--- config.mk ---
export PLATFORM = sky130hd
export DESIGN_NAME = snoop_responder
export DESIGN_NICKNAME = d
export VERILOG_FILES = /design/src/rtl/snoop_pkg.sv /design/src/rtl/snoop_tag_array.sv /design/src/rtl/snoop_resp_ctrl.sv /design/src/rtl/snoop_responder.sv
export SDC_FILE = /design/constraint.sdc
export NUM_CORES = 1
export LEC_CHECK = 0
export ABC_CLOCK_PERIOD_IN_PS = 6200
export BUFFER_PORTS_ARGS = -buffer_cell sky130_fd_sc_hd__buf_2
export CAP_MARGIN = 20
export CORE_ASPECT_RATIO = 1.25
export CORE_UTILIZATION = 65
export CTS_CLUSTER_DIAMETER = 200
export CTS_CLUSTER_SIZE = 20
export DETAILED_ROUTE_END_ITERATION = 7
export HOLD_SLACK_MARGIN = 0.05
export PLACE_DENSITY = 0.82
export SKIP_LAST_GASP = 1
export SYNTH_ARGS = -nofsm -noshare
export SYNTH_HDL_FRONTEND = slang
export SYNTH_HIERARCHICAL = 1
export SYNTH_SLANG_ARGS = --single-unit
--- constraint.sdc ---
create_clock -name clk -period 6.2 [get_ports clk]
set_input_delay 0.31 -clock clk [delete_from_list [all_inputs] [get_ports clk]]
set_output_delay 0.31 -clock clk [all_outputs]
set_load 0.02 [all_outputs]
--- src/rtl/snoop_pkg.sv ---
package snoop_pkg;
   typedef enum logic [1:0] {
      ST_INV = 2'b00,
      ST_SHR = 2'b01,
      ST_EXC = 2'b10,
      ST_MOD = 2'b11
   } line_state_e;
endpackage

--- src/rtl/snoop_tag_array.sv ---
module snoop_tag_array #(
   parameter int IDX_W = 4,
   parameter int TAG_W = 23,
   parameter int ST_W  = 2
) (
   input  logic             clk,
   input  logic             rst_n,
   input  logic             wr_en,
   input  logic [IDX_W-1:0] wr_idx,
   input  logic [TAG_W-1:0] wr_tag,
   input  logic [ST_W-1:0]  wr_st,
   input  logic             st_en,
   input  logic [IDX_W-1:0] st_idx,
   input  logic [ST_W-1:0]  st_val,
   input  logic [IDX_W-1:0] rd_idx,
   input  logic [TAG_W-1:0] rd_tag,
   output logic             rd_hit,
   output logic [ST_W-1:0]  rd_st
);
   localparam int DEPTH = 1 << IDX_W;

   logic [TAG_W-1:0] tag_q [DEPTH];
   logic [ST_W-1:0]  st_q  [DEPTH];

   for (genvar g = 0; g < DEPTH; g++) begin : g_line
      always_ff @(posedge clk or negedge rst_n) begin
         if (!rst_n) begin
            st_q[g]  <= '0;
            tag_q[g] <= '0;
         end else begin
            if (wr_en && wr_idx == IDX_W'(g)) begin
               tag_q[g] <= wr_tag;
               st_q[g]  <= wr_st;
            end
            if (st_en && st_idx == IDX_W'(g))
               st_q[g] <= st_val;
         end
      end
   end

   assign rd_st  = st_q[rd_idx];
   assign rd_hit = (rd_st != '0) && (tag_q[rd_idx] == rd_tag);
endmodule

--- src/rtl/snoop_resp_ctrl.sv ---
module snoop_resp_ctrl
   import snoop_pkg::*;
#(
   parameter int IDX_W = 4,
   parameter int TAG_W = 23
) (
   input  logic             clk,
   input  logic             rst_n,
   input  logic             strobe_n,
   input  logic [IDX_W-1:0] req_idx,
   input  logic [TAG_W-1:0] req_tag,
   output logic [IDX_W-1:0] lk_idx,
   output logic [TAG_W-1:0] lk_tag,
   input  logic             d_hit,
   input  logic [1:0]       d_st,
   input  logic             i_hit,
   input  logic             wb_done,
   input  logic             inv_req,
   output logic             wb_en,
   output logic [IDX_W-1:0] wb_idx,
   output logic [1:0]       wb_st,
   output logic             hit_n,
   output logic             hitm_n,
   output logic             proto_err
);
   logic             s1_vld, s2_vld, s2_hit, s2_mod;
   logic [IDX_W-1:0] s2_idx;
   logic             busy, take;

   assign busy = s1_vld | s2_vld | ~hitm_n;
   assign take = ~strobe_n & ~busy;

   always_ff @(posedge clk or negedge rst_n) begin
      if (!rst_n) begin
         s1_vld    <= 1'b0;
         s2_vld    <= 1'b0;
         s2_hit    <= 1'b0;
         s2_mod    <= 1'b0;
         s2_idx    <= '0;
         lk_idx    <= '0;
         lk_tag    <= '0;
         wb_idx    <= '0;
         hit_n     <= 1'b1;
         hitm_n    <= 1'b1;
         proto_err <= 1'b0;
      end else begin
         s1_vld <= take;
         if (take) begin
            lk_idx <= req_idx;
            lk_tag <= req_tag;
         end
         s2_vld <= s1_vld;
         if (s1_vld) begin
            s2_hit <= d_hit | i_hit;
            s2_mod <= d_hit && (d_st == ST_MOD);
            s2_idx <= lk_idx;
         end
         if (s2_vld) begin
            hit_n  <= ~s2_hit;
            hitm_n <= ~s2_mod;
            if (s2_mod) wb_idx <= s2_idx;
         end else if (!hitm_n && wb_done) begin
            hitm_n <= 1'b1;
         end
         if (!strobe_n && busy) proto_err <= 1'b1;
      end
   end

   assign wb_en = ~hitm_n & wb_done;
   assign wb_st = inv_req ? ST_INV : ST_SHR;
endmodule

--- src/rtl/snoop_responder.sv ---
module snoop_responder #(
   parameter int ADDR_W   = 32,
   parameter int OFF_W    = 5,
   parameter int IDX_W    = 4,
   parameter bit ICACHE_EN = 1'b1
) (
   input  logic              clk,
   input  logic              rst_n,
   input  logic              inq_strobe_n,
   input  logic [ADDR_W-1:0] inq_addr,
   input  logic              upd_en,
   input  logic              upd_sel_data,
   input  logic [ADDR_W-1:0] upd_addr,
   input  logic [1:0]        upd_state,
   input  logic              wb_done,
   input  logic              inv_req,
   output logic              hit_n,
   output logic              hitm_n,
   output logic              proto_err
);
   localparam int TAG_W = ADDR_W - OFF_W - IDX_W;

   if (TAG_W < 1) begin : g_bad_tag
      $error("snoop_responder: ADDR_W too small for OFF_W + IDX_W");
   end
   if (IDX_W < 1 || IDX_W > 10) begin : g_bad_idx
      $error("snoop_responder: IDX_W out of range");
   end
   if (OFF_W < 0) begin : g_bad_off
      $error("snoop_responder: OFF_W negative");
   end

   logic [IDX_W-1:0] lk_idx, wb_idx, u_idx;
   logic [TAG_W-1:0] lk_tag, u_tag;
   logic             d_hit, i_hit, wb_en;
   logic [1:0]       d_st, wb_st;

   assign u_idx = upd_addr[OFF_W +: IDX_W];
   assign u_tag = upd_addr[ADDR_W-1 -: TAG_W];

   snoop_resp_ctrl #(.IDX_W(IDX_W), .TAG_W(TAG_W)) u_ctrl (
      .clk(clk), .rst_n(rst_n),
      .strobe_n(inq_strobe_n),
      .req_idx(inq_addr[OFF_W +: IDX_W]),
      .req_tag(inq_addr[ADDR_W-1 -: TAG_W]),
      .lk_idx(lk_idx), .lk_tag(lk_tag),
      .d_hit(d_hit), .d_st(d_st), .i_hit(i_hit),
      .wb_done(wb_done), .inv_req(inv_req),
      .wb_en(wb_en), .wb_idx(wb_idx), .wb_st(wb_st),
      .hit_n(hit_n), .hitm_n(hitm_n), .proto_err(proto_err)
   );

   snoop_tag_array #(.IDX_W(IDX_W), .TAG_W(TAG_W), .ST_W(2)) u_dcache (
      .clk(clk), .rst_n(rst_n),
      .wr_en(upd_en & upd_sel_data), .wr_idx(u_idx), .wr_tag(u_tag), .wr_st(upd_state),
      .st_en(wb_en), .st_idx(wb_idx), .st_val(wb_st),
      .rd_idx(lk_idx), .rd_tag(lk_tag), .rd_hit(d_hit), .rd_st(d_st)
   );

   if (ICACHE_EN) begin : g_icache
      logic i_st_unused;
      snoop_tag_array #(.IDX_W(IDX_W), .TAG_W(TAG_W), .ST_W(1)) u_icache (
         .clk(clk), .rst_n(rst_n),
         .wr_en(upd_en & ~upd_sel_data), .wr_idx(u_idx), .wr_tag(u_tag),
         .wr_st(|upd_state),
         .st_en(1'b0), .st_idx('0), .st_val(1'b0),
         .rd_idx(lk_idx), .rd_tag(lk_tag), .rd_hit(i_hit), .rd_st(i_st_unused)
      );
   end else begin : g_no_icache
      assign i_hit = 1'b0;
   end
endmodule

Yosys cells after proc, flatten, opt, wreduce, memory -nomap -nowiden

Cells that the tools add are included.

Output and inout port bits: 3
Register bits after elaboration: 826
Latch bits: 0
Memory bits (writable): 0
Memories kept: 0
Logic and storage cells: 247
ROM bits: 0
Input bits: 73

Bitwise logic cells: 14
$lt $le $gt $ge: 1
Reductions and logical operators: 77
Mux-type cells: 47
Eq/ne operators: 33
$add $sub $neg: 0
Shift-type cells: 0
Multiply operators: 0
Divide/modulo/power cells: 0

Operator list:

| operator           | number |
|---|---|
| $bmux 23 s4        | 2 |
| $mux 23            | 4 |
| $mux 2             | 34 |
| $eq 4x4->1 const B | 16 |
| $logic_and 1x1->1  | 53 |
| $eq 23x23->1       | 2 |
| $reduce_bool 2->1  | 18 |
| $eq 4x3->1 const B | 8 |
| $eq 4x2->1 const B | 4 |
| $bmux 2 s4         | 1 |
| $eq 4x1->1 const B | 2 |
| $logic_not 4->1    | 2 |
| $not 1->1          | 6 |
| $ge 5x5->1 const B | 1 |
| $mux 1             | 5 |
| $not 4->5          | 1 |
| $and 1x1->1        | 4 |
| $bmux 1 s4         | 1 |
| $or 1x1->1         | 3 |
| $eq 2x2->1 const B | 1 |
| $logic_not 1->1    | 2 |
| $reduce_and 2->1   | 1 |
| $reduce_or 2->1    | 1 |

Logic depth before layout (Yosys ltp)

Gate-level depths: netlist of run 1.

Depth in word-level cells: 7
Mapped depth: 14

Hierarchy

Netlist of run 1, hierarchy kept.

Modules (own cells, without submodules):

| module                               | times used | area an instance (µm²) | cells each | sequential area each (µm²) |
|---|---|---|---|---|
| snoop_tag_array at u_dcache          | 1          | 19050.8                | 1272       | 10009.6 |
| snoop_tag_array at g_icache.u_icache | 1          | 18161.2                | 1233       | 9609.2 |
| snoop_resp_ctrl                      | 1          | 1686.6                 | 98         | 1053.5 |
| snoop_responder                      | 1          | 26.3                   | 4          | 0.0 |

Worst setup path after synthesis of run 1

OpenSTA, ideal clock, no wires.

Path type: register -> register
Start: register u_ctrl.lk_idx[1]
End: register u_ctrl.s2_hit
Data required time: 6.123 ns
Cell stages (with the launch flop): 13
Path buffers: 4
Setup slack: 3.379 ns
Data arrival time: 2.743 ns
Cell sequence: dfrtp_1 -> buf_6 -> buf_6 -> buf_4 -> buf_2 -> mux4_2 -> a211oi_1 -> mux2i_1 -> nand2_1 -> a2111oi_0 -> and4b_1 -> nor2_1 -> a21oi_1

Word-level cells in the longest chain between the ends: 7
Elaborated cells between the ends (all ways): 19
Classes of those cells: 2 x eq/ne; 12 x mux; 2 x bitwise; 3 x reduce/logical

RTL lines:

| item                                       | RTL line                                     | RTL |
|---|---|---|
| start: declaration                         | snoop_resp_ctrl.sv:12                        | `output logic [IDX_W-1:0] lk_idx,` |
| start signal: assignment                   | snoop_resp_ctrl.sv:49                        | `lk_idx <= req_idx;` |
| $not 4->5 (implied by the code) *          | snoop_tag_array.sv:41, snoop_tag_array.sv:42 |  |
| $bmux 23 s4                                | snoop_tag_array.sv:42                        | `assign rd_hit = (rd_st != '0) && (tag_q[rd_idx] == rd_tag);` |
| $mux 23 (implied by the code) (2 in a row) | snoop_tag_array.sv:42                        |  |
| $eq 23x23->1                               | snoop_tag_array.sv:42                        |  |
| $logic_and 1x1->1 *                        | snoop_tag_array.sv:42                        |  |
| net i_hit                                  | snoop_responder.sv:35                        | `logic d_hit, i_hit, wb_en;` |
| $or 1x1->1 *                               | snoop_resp_ctrl.sv:54                        | `s2_hit <= d_hit \| i_hit;` |
| end signal: assignment                     | snoop_resp_ctrl.sv:54                        |  |
| end: declaration                           | snoop_resp_ctrl.sv:26                        | `logic s1_vld, s2_vld, s2_hit, s2_mod;` |

The timed path passes the listed nets; every way through them passes the cells marked *. The select of a mux whose other input is x is not followed.
A chain may end at the register's enable or synchronous reset.

Final worst setup path of run 1

Start: register u_ctrl.lk_idx[0]
End: register u_ctrl.s2_hit

The elaborated chain is that of the path after synthesis.

==> out/qor.txt, run 1 <==
ANT nets after route - 0
largest net degree at the start of global routing - 183
Worst Setup End Kind - flop
Synth area leader - dfrtp_1
Setup TNS - 0 ns
Final Hold Fails - 0
maximum clock path buffer count - 3
core outline area - 58710 sq um
Worst-Margin Slew - 1.224 ns
clock sinks - 826
CTS Root Cell - clkbuf_16
total power - 14100 uW
Critical Path AT - 4.72 ns
Overflow after GRT - 0
Post-Syn Instances - 2607
Die Height - 275.6 microns
I/O Buffers - 65
Rows - 99
EDFF count, synth - 0
outcome - finished, violations left
Worst Setup Start Kind - flop
die area - 60870 sq um
relative slew slack - 18.41%
Starting DRT DRC Count - 2081
top post-synthesis cells by area - dfrtp_1 (53%), mux2_2 (22%), mux4_2 (11%)
Power Dens Cells - 338.8 nW/um^2
Initial Util - 66.30%
GRT Overall Usage - 32.41%
hold depth - 3
Clk pin slew, worst setup/hold paths - 0.08 ns
top-area cell type share of the netlist area - 52.97%
Clk Latency, worst-skew pair - 0.61 ns
Final Wtd Congestion - 0.8370
DP HPWL - 58500 microns
worst path required time - 6.73 ns
vias in the first global route - 24390
Setup Viol. Count Final - 0
vias per cell - 6.777
worst stage delay on the critical path - 0.98 ns
CP max stage cell - dfrtp_4
post-synth cell types - 69
leakage power - 0.01849 uW
router iterations before antenna repair - 8
post-CTS resize count - 0
htree depth - 2
Post-synth ARST share - 100.0%
post-layout util - 70.87%
worst-path maximum fanout - 48
Layout area overhead - 6.895%
VDD IR-drop max - 0.0002007 V
share of cells above drive strength 1 - 44.41%
critical path class - flop to flop
Slew Limit Fails - 0
R2R depth - 10
highest clock rate - 238.8 MHz
initial antenna violation count - 5
io pins - 76
RSZ-0062 raised after global routing - no
mapped cell area - 38920 sq um
max-cap violation count - 0
# DRC - 3
CTS buffer count - 47
DR vias - 22950
crit path time final - 4.188 ns
worst-path cell chain - buf_12, mux4_2, and2_1, a211oi_1, mux2i_1, nand2_1, a2111oi_0, and4b_1, nor2_1, a21oi_1
filler instances - 3748
fin nets - 2689
Hold Path Class - input port to flop
top-count cell post-synth - dfrtp_1
Main synth FF type - dfrtp_1
Ys Warns - 6
WL per Instance - 28.31 microns
die width - 220.9 microns
Worst Skew - 0.01806 ns
TritonCTS clock tree - built
final WL - 95860 microns
#FFs+latches synth - 826
Min Hold Slack - 0.1722 ns
Seq/Total Area, Yosys - 53.11%
failing checks - DRC
first-pass GRT wire length - 147700 microns
synthesized area per cell - 14.93 sq um
crit share post-route - 67.54%
Post-synth top cells - dfrtp_1 (824), mux2_2 (755), mux4_2 (188)
metrics by stage:
step / setup WS [ns] / std cells / area (sq um)
after floorplan: 3.379 / 2624 / 38990
after global placement: 2.120 / 3290 / 39910
after CTS: 2.055 / 3383 / 41550
after detailed placement: 2.102 / 3292 / 39970
final: 2.012 / 3386 / 41610
after global routing: 1.833 / 3386 / 41610
cell type report:
class	count	area, sq um	area share, %
Antenna cell	1	2.502	0.006014
Clock buffer	60	1267	3.046
Clock inverter	1	16.27	0.03909
Inverter	13	48.80	0.1173
Multi-Input combinational cell	1583	17460	41.97
Sequential cell	826	20680	49.71
Tap cell	757	947.2	2.276
Timing Repair Buffer	145	1179	2.833
layout by cell type, fill, tap and decap left out, types with 13 or more instances in the layout:
master,instances
a21oi_1,40
nand3_1,17
mux2_2,755
conb_1,19
mux2_4,19
buf_2,64
nand2b_1,13
dlygate4sd3_1,30
o21ai_0,30
dfrtp_1,820
xnor2_1,35
xor2_1,21
clkbuf_16,49
nor2_4,18
mux4_2,188
mux2i_1,138
nand2_1,72
buf_4,39
nor2_1,57
where the power goes:
part           total (uW)  leakage (uW)  switching, uW  internal, uW
Sequential           7230        0.0105            792          6440
Clock                3140      0.000624           1710          1440
Combinational        3730       0.00736           1650          2080
Total               14100        0.0185           4150          9950
layer usage:
metal,track usage [%],vias to the layer above,wire length (microns)
met5,0,-,50
met4,11.24,8,3236
met2,54.51,738,47610
li1,-,9572,-
met3,5.120,180,5859
met1,43.62,12450,39110
worst paths after layout:
| path | from | to | slack [ns] |
|---|---|---|---|
| max in group asynchronous | rst_n | u_ctrl/lk_idx[3] | 4.23 |
| setup reg to reg | u_ctrl/lk_idx[0] | u_ctrl/s2_hit | 2.01 |
| hold reg to reg | u_ctrl/s2_hit | u_ctrl/hit_n | 0.47 |
| min in group asynchronous | rst_n | g_icache.u_icache/tag_q[96] | 0.34 |
| setup / recovery | u_ctrl/lk_idx[0] | u_ctrl/s2_hit | 2.01 |
| hold / removal | upd_state[0] | u_dcache/st_q[30] | 0.17 |
sequential cells by signal, indices dropped and copies added, names as in the netlist, 4 cells and up:
register                 cells
u_ctrl/s2_idx                4
u_ctrl/lk_idx                4
g_icache.u_icache/st_q      16
u_ctrl/lk_tag               23
g_icache.u_icache/tag_q    368
u_dcache/st_q               32
u_dcache/tag_q             368
u_ctrl/wb_idx                4
timing repair:
| action | in CTS | in global routing |
|---|---|---|
| hold endpoints to repair | 132 | 0 |
| setup buffers | 0 | 0 |
| hold buffers | 30 | 0 |
kinds of logic after synthesis:
kind of cell / share of synthesized area, %
AOI/OAI and AO/OA: 2.350
xor gates and xnor gates: 1.260
buffers and inverters: 2.600
DFF: 53.11
muxes: 37.30
other: 0.01929
and+or+nand+nor: 3.362
worst max-delay path: cells and delay by family (launching register included):
kind | cells | cell delay (ns)
muxes | 2 | 0.93
and+or+nand+nor | 4 | 0.78
buffers and inverters | 1 | 0.38
DFF | 1 | 0.98
AOI/OAI and AO/OA | 3 | 0.92
(Power assumes the default switching activity.)
==> run 2, diff against run 1 <==
--- a/config.mk
+++ b/config.mk
@@ -5,16 +5,16 @@
 export SDC_FILE = /design/constraint.sdc
 export NUM_CORES = 1
 export LEC_CHECK = 0
-export ABC_CLOCK_PERIOD_IN_PS = 6200
+export ABC_CLOCK_PERIOD_IN_PS = 4300
 export BUFFER_PORTS_ARGS = -buffer_cell sky130_fd_sc_hd__buf_2
 export CAP_MARGIN = 20
 export CORE_ASPECT_RATIO = 1.25
-export CORE_UTILIZATION = 65
+export CORE_UTILIZATION = 63
 export CTS_CLUSTER_DIAMETER = 200
 export CTS_CLUSTER_SIZE = 20
 export DETAILED_ROUTE_END_ITERATION = 7
 export HOLD_SLACK_MARGIN = 0.05
-export PLACE_DENSITY = 0.82
+export PLACE_DENSITY = 0.8
 export SKIP_LAST_GASP = 1
 export SYNTH_ARGS = -nofsm -noshare
 export SYNTH_HDL_FRONTEND = slang
==> constraint.sdc (replaced) <==
create_clock -name clk -period 4.3 [get_ports clk]
set_input_delay 0.215 -clock clk [delete_from_list [all_inputs] [get_ports clk]]
set_output_delay 0.215 -clock clk [all_outputs]
set_load 0.02 [all_outputs]
==> run 2 against run 1 <==
Sequential power rose by 44%. Critical path depth is the same. The flow now finishes without violations. Cell count is 3.2% higher. Maximum frequency increased by 7.7%. Core utilization is 1.5 points lower. Highest routed layer unchanged. Largest cell class unchanged. Cell area grew 1.6%. Register-to-register slack lost 1.6 ns.
==> out/qor.txt, run 2 (synthesized netlist as in run 1, its figures left out) <==
Worst Skew - 0.01912 ns (+0.001063 ns)
Layout area overhead - 8.566%
hold_sp - upd_state[0]
clock sinks - 826 (unchanged)
commonest non-fill, non-tap cell in the layout - dfrtp_1
Worst-Margin Slew - 1.198 ns (-0.02618 ns)
maximum clock path buffer count - 3 (unchanged)
Rows - 101 (+2.0%)
worst-path maximum fanout - 23 (-52%)
Hold Path Class - input port to flop
CTS Root Cell - clkbuf_16
core outline area - 60910 sq um (+3.7%)
DR vias - 23270 (+1.4%)
DP HPWL - 63580 microns (+8.7%)
critical path class - flop to flop
Worst Path Buf+Inv - 1 (unchanged)
reg2reg end - u_ctrl/s2_hit
router iterations before antenna repair - 5 (-3)
GRT Overall Usage - 33.29% (+0.88 points)
first-pass GRT wire length - 155500 microns (+5.2%)
Final Wtd Congestion - 0.8662 (+3.5%)
relative slew slack - 19.96% (+1.6 points)
Overflow after GRT - 0 (unchanged)
worst-path cell chain - buf_12, mux4_2, and2_1, a211oi_1, mux2i_1, nand2_1, a2111oi_0, and4b_1, nor2_1, a21oi_1
total power - 20560 uW (+46%)
fin nets - 2731 (+1.6%)
post-CTS resize count - 0 (unchanged)
largest net degree at the start of global routing - 123 (-33%)
highest clock rate - 257.3 MHz (+7.7%)
# diodes - 0 (-1)
Clk Latency, worst-skew pair - 0.61 ns (about the same)
share of cells above drive strength 1 - 45.24% (+0.84 points)
vias in the first global route - 25210 (+3.3%)
R2R depth - 10 (unchanged)
Slew Limit Fails - 0 (unchanged)
die width - 224.3 microns (+1.6%)
Setup TNS - 0 ns (unchanged)
max-cap violation count - 0 (unchanged)
final WL - 100400 microns (+4.7%)
Worst Setup Start Kind - flop
Setup Viol. Count Final - 0 (unchanged)
end of the worst hold path - u_dcache/st_q[26]
Die Height - 279.9 microns (+1.6%)
crit share post-route - 90.39% (+23 points)
Final Hold Fails - 0 (unchanged)
die area - 62790 sq um (+3.2%)
Worst Setup End Kind - flop
vias per cell - 6.659 (-1.7%)
I/O Buffers - 65 (unchanged)
WL per Instance - 28.73 microns (+1.5%)
Clk pin slew, worst setup/hold paths - 0.09 ns (about the same)
Starting DRT DRC Count - 2233 (+7.3%)
cell family contributing the most delay on the critical path - multiplexers
Power Dens Cells - 486.5 nW/um^2 (+44%)
CP max stage cell - dfrtp_4
crit path time final - 3.887 ns (-0.3008 ns)
worst reg2reg setup slack - 0.41 ns (-1.60 ns)
reg2reg start - u_ctrl/lk_idx[0]
largest registers - g_icache.u_icache/tag_q: 368 flops, u_dcache/tag_q: 368 flops, u_dcache/st_q: 32 flops
worst path required time - 4.84 ns (-1.89 ns)
initial antenna violation count - 4 (-1)
io pins - 76 (unchanged)
ANT nets after route - 0 (unchanged)
CTS buffer count - 47 (unchanged)
commonest cells after routing, fill and taps aside - dfrtp_1 (820), mux2_2 (755), mux4_2 (188), mux2i_1 (138), nand2_1 (72)
worst stage delay on the critical path - 0.68 ns (-0.30 ns)
leakage power - 0.01876 uW (+1.5%)
post-layout util - 69.38% (-1.5 points)
VDD IR-drop max - 0.0003538 V (+76%)
hold depth - 3 (unchanged)
TritonCTS clock tree - built
outcome - finished, final reports clean
# DRC - 0 (-3)
Initial Util - 63.90% (-2.4 points)
htree depth - 2 (unchanged)
RSZ-0062 raised after global routing - no
Critical Path AT - 4.43 ns (-0.29 ns)
==> run 2: worst max path at each step <==
stage                           from            end  depth (start not counted)
finish              u_ctrl/lk_idx[0]  u_ctrl/s2_hit                         10
floorplan           u_ctrl/lk_idx[1]  u_ctrl/s2_hit                         12
detailed placement  u_ctrl/lk_idx[2]  u_ctrl/s2_hit                         11
CTS                 u_ctrl/lk_idx[0]  u_ctrl/s2_hit                         10
global placement    u_ctrl/lk_idx[2]  u_ctrl/s2_hit                         10
global route        u_ctrl/lk_idx[0]  u_ctrl/s2_hit                         10
==> run 2: what timing repair did <==
item | CTS | global route
buffers inserted | 0 | 0
endpoints found under the hold margin | 129 | 0
hold buffers | 32 | 0
==> run 2: area by class of cell <==
type	instances	area, sq um
Sequential cell	826	20690
Fill cell	4095	18650
Multi-Input combinational cell	1583	17470
Timing Repair Buffer	187	1740
Clock buffer	60	1267
Tap cell	824	1031
Inverter	13	48.80
Clock inverter	1	16.27
==> run 2: worst register-to-register path: stages, from the launching register on <==
cell       delay [ns]
dfrtp_4          0.68
buf_12           0.28
mux4_2           0.59
and2_1           0.17
a211oi_1         0.27
mux2i_1          0.52
nand2_1          0.13
a2111oi_0        0.51
and4b_1          0.39
nor2_1           0.10
a21oi_1          0.17
==> run 2: stage by stage <==
| stage | std cells | setup WS [ns] | instance area [sq um] | hold slack [ns] |
|---|---|---|---|---|
| global route | 3494 | 0.2578 | 42260 | 0.08110 |
| finish | 3494 | 0.4132 | 42260 | 0.08543 |
| floorplan | 2624 | 1.479 | 38990 | -0.08059 |
| global placement | 3387 | 0.6338 | 40350 | 0.3751 |
| detailed placement | 3395 | 0.5659 | 40540 | 0.3939 |
| CTS | 3488 | 0.5455 | 42140 | 0.05599 |
==> run 2: power by group <==
group | switching (uW) | internal (uW)
Clock | 2500 | 2070
Sequential | 1140 | 9280
Combinational | 2460 | 3100
Total | 6100 | 14500
==> run 2: routing by layer <==
| layer | vias to the layer above | track usage (%) | share of wire [%] |
|---|---|---|---|
| met5 | - | 0 | 0.043 |
| met4 | 8 | 11.76 | 3.3 |
| met3 | 181 | 5.706 | 6.3 |
| met2 | 849 | 54.39 | 50 |
| met1 | 12570 | 45.43 | 40 |
| li1 | 9664 | - | - |
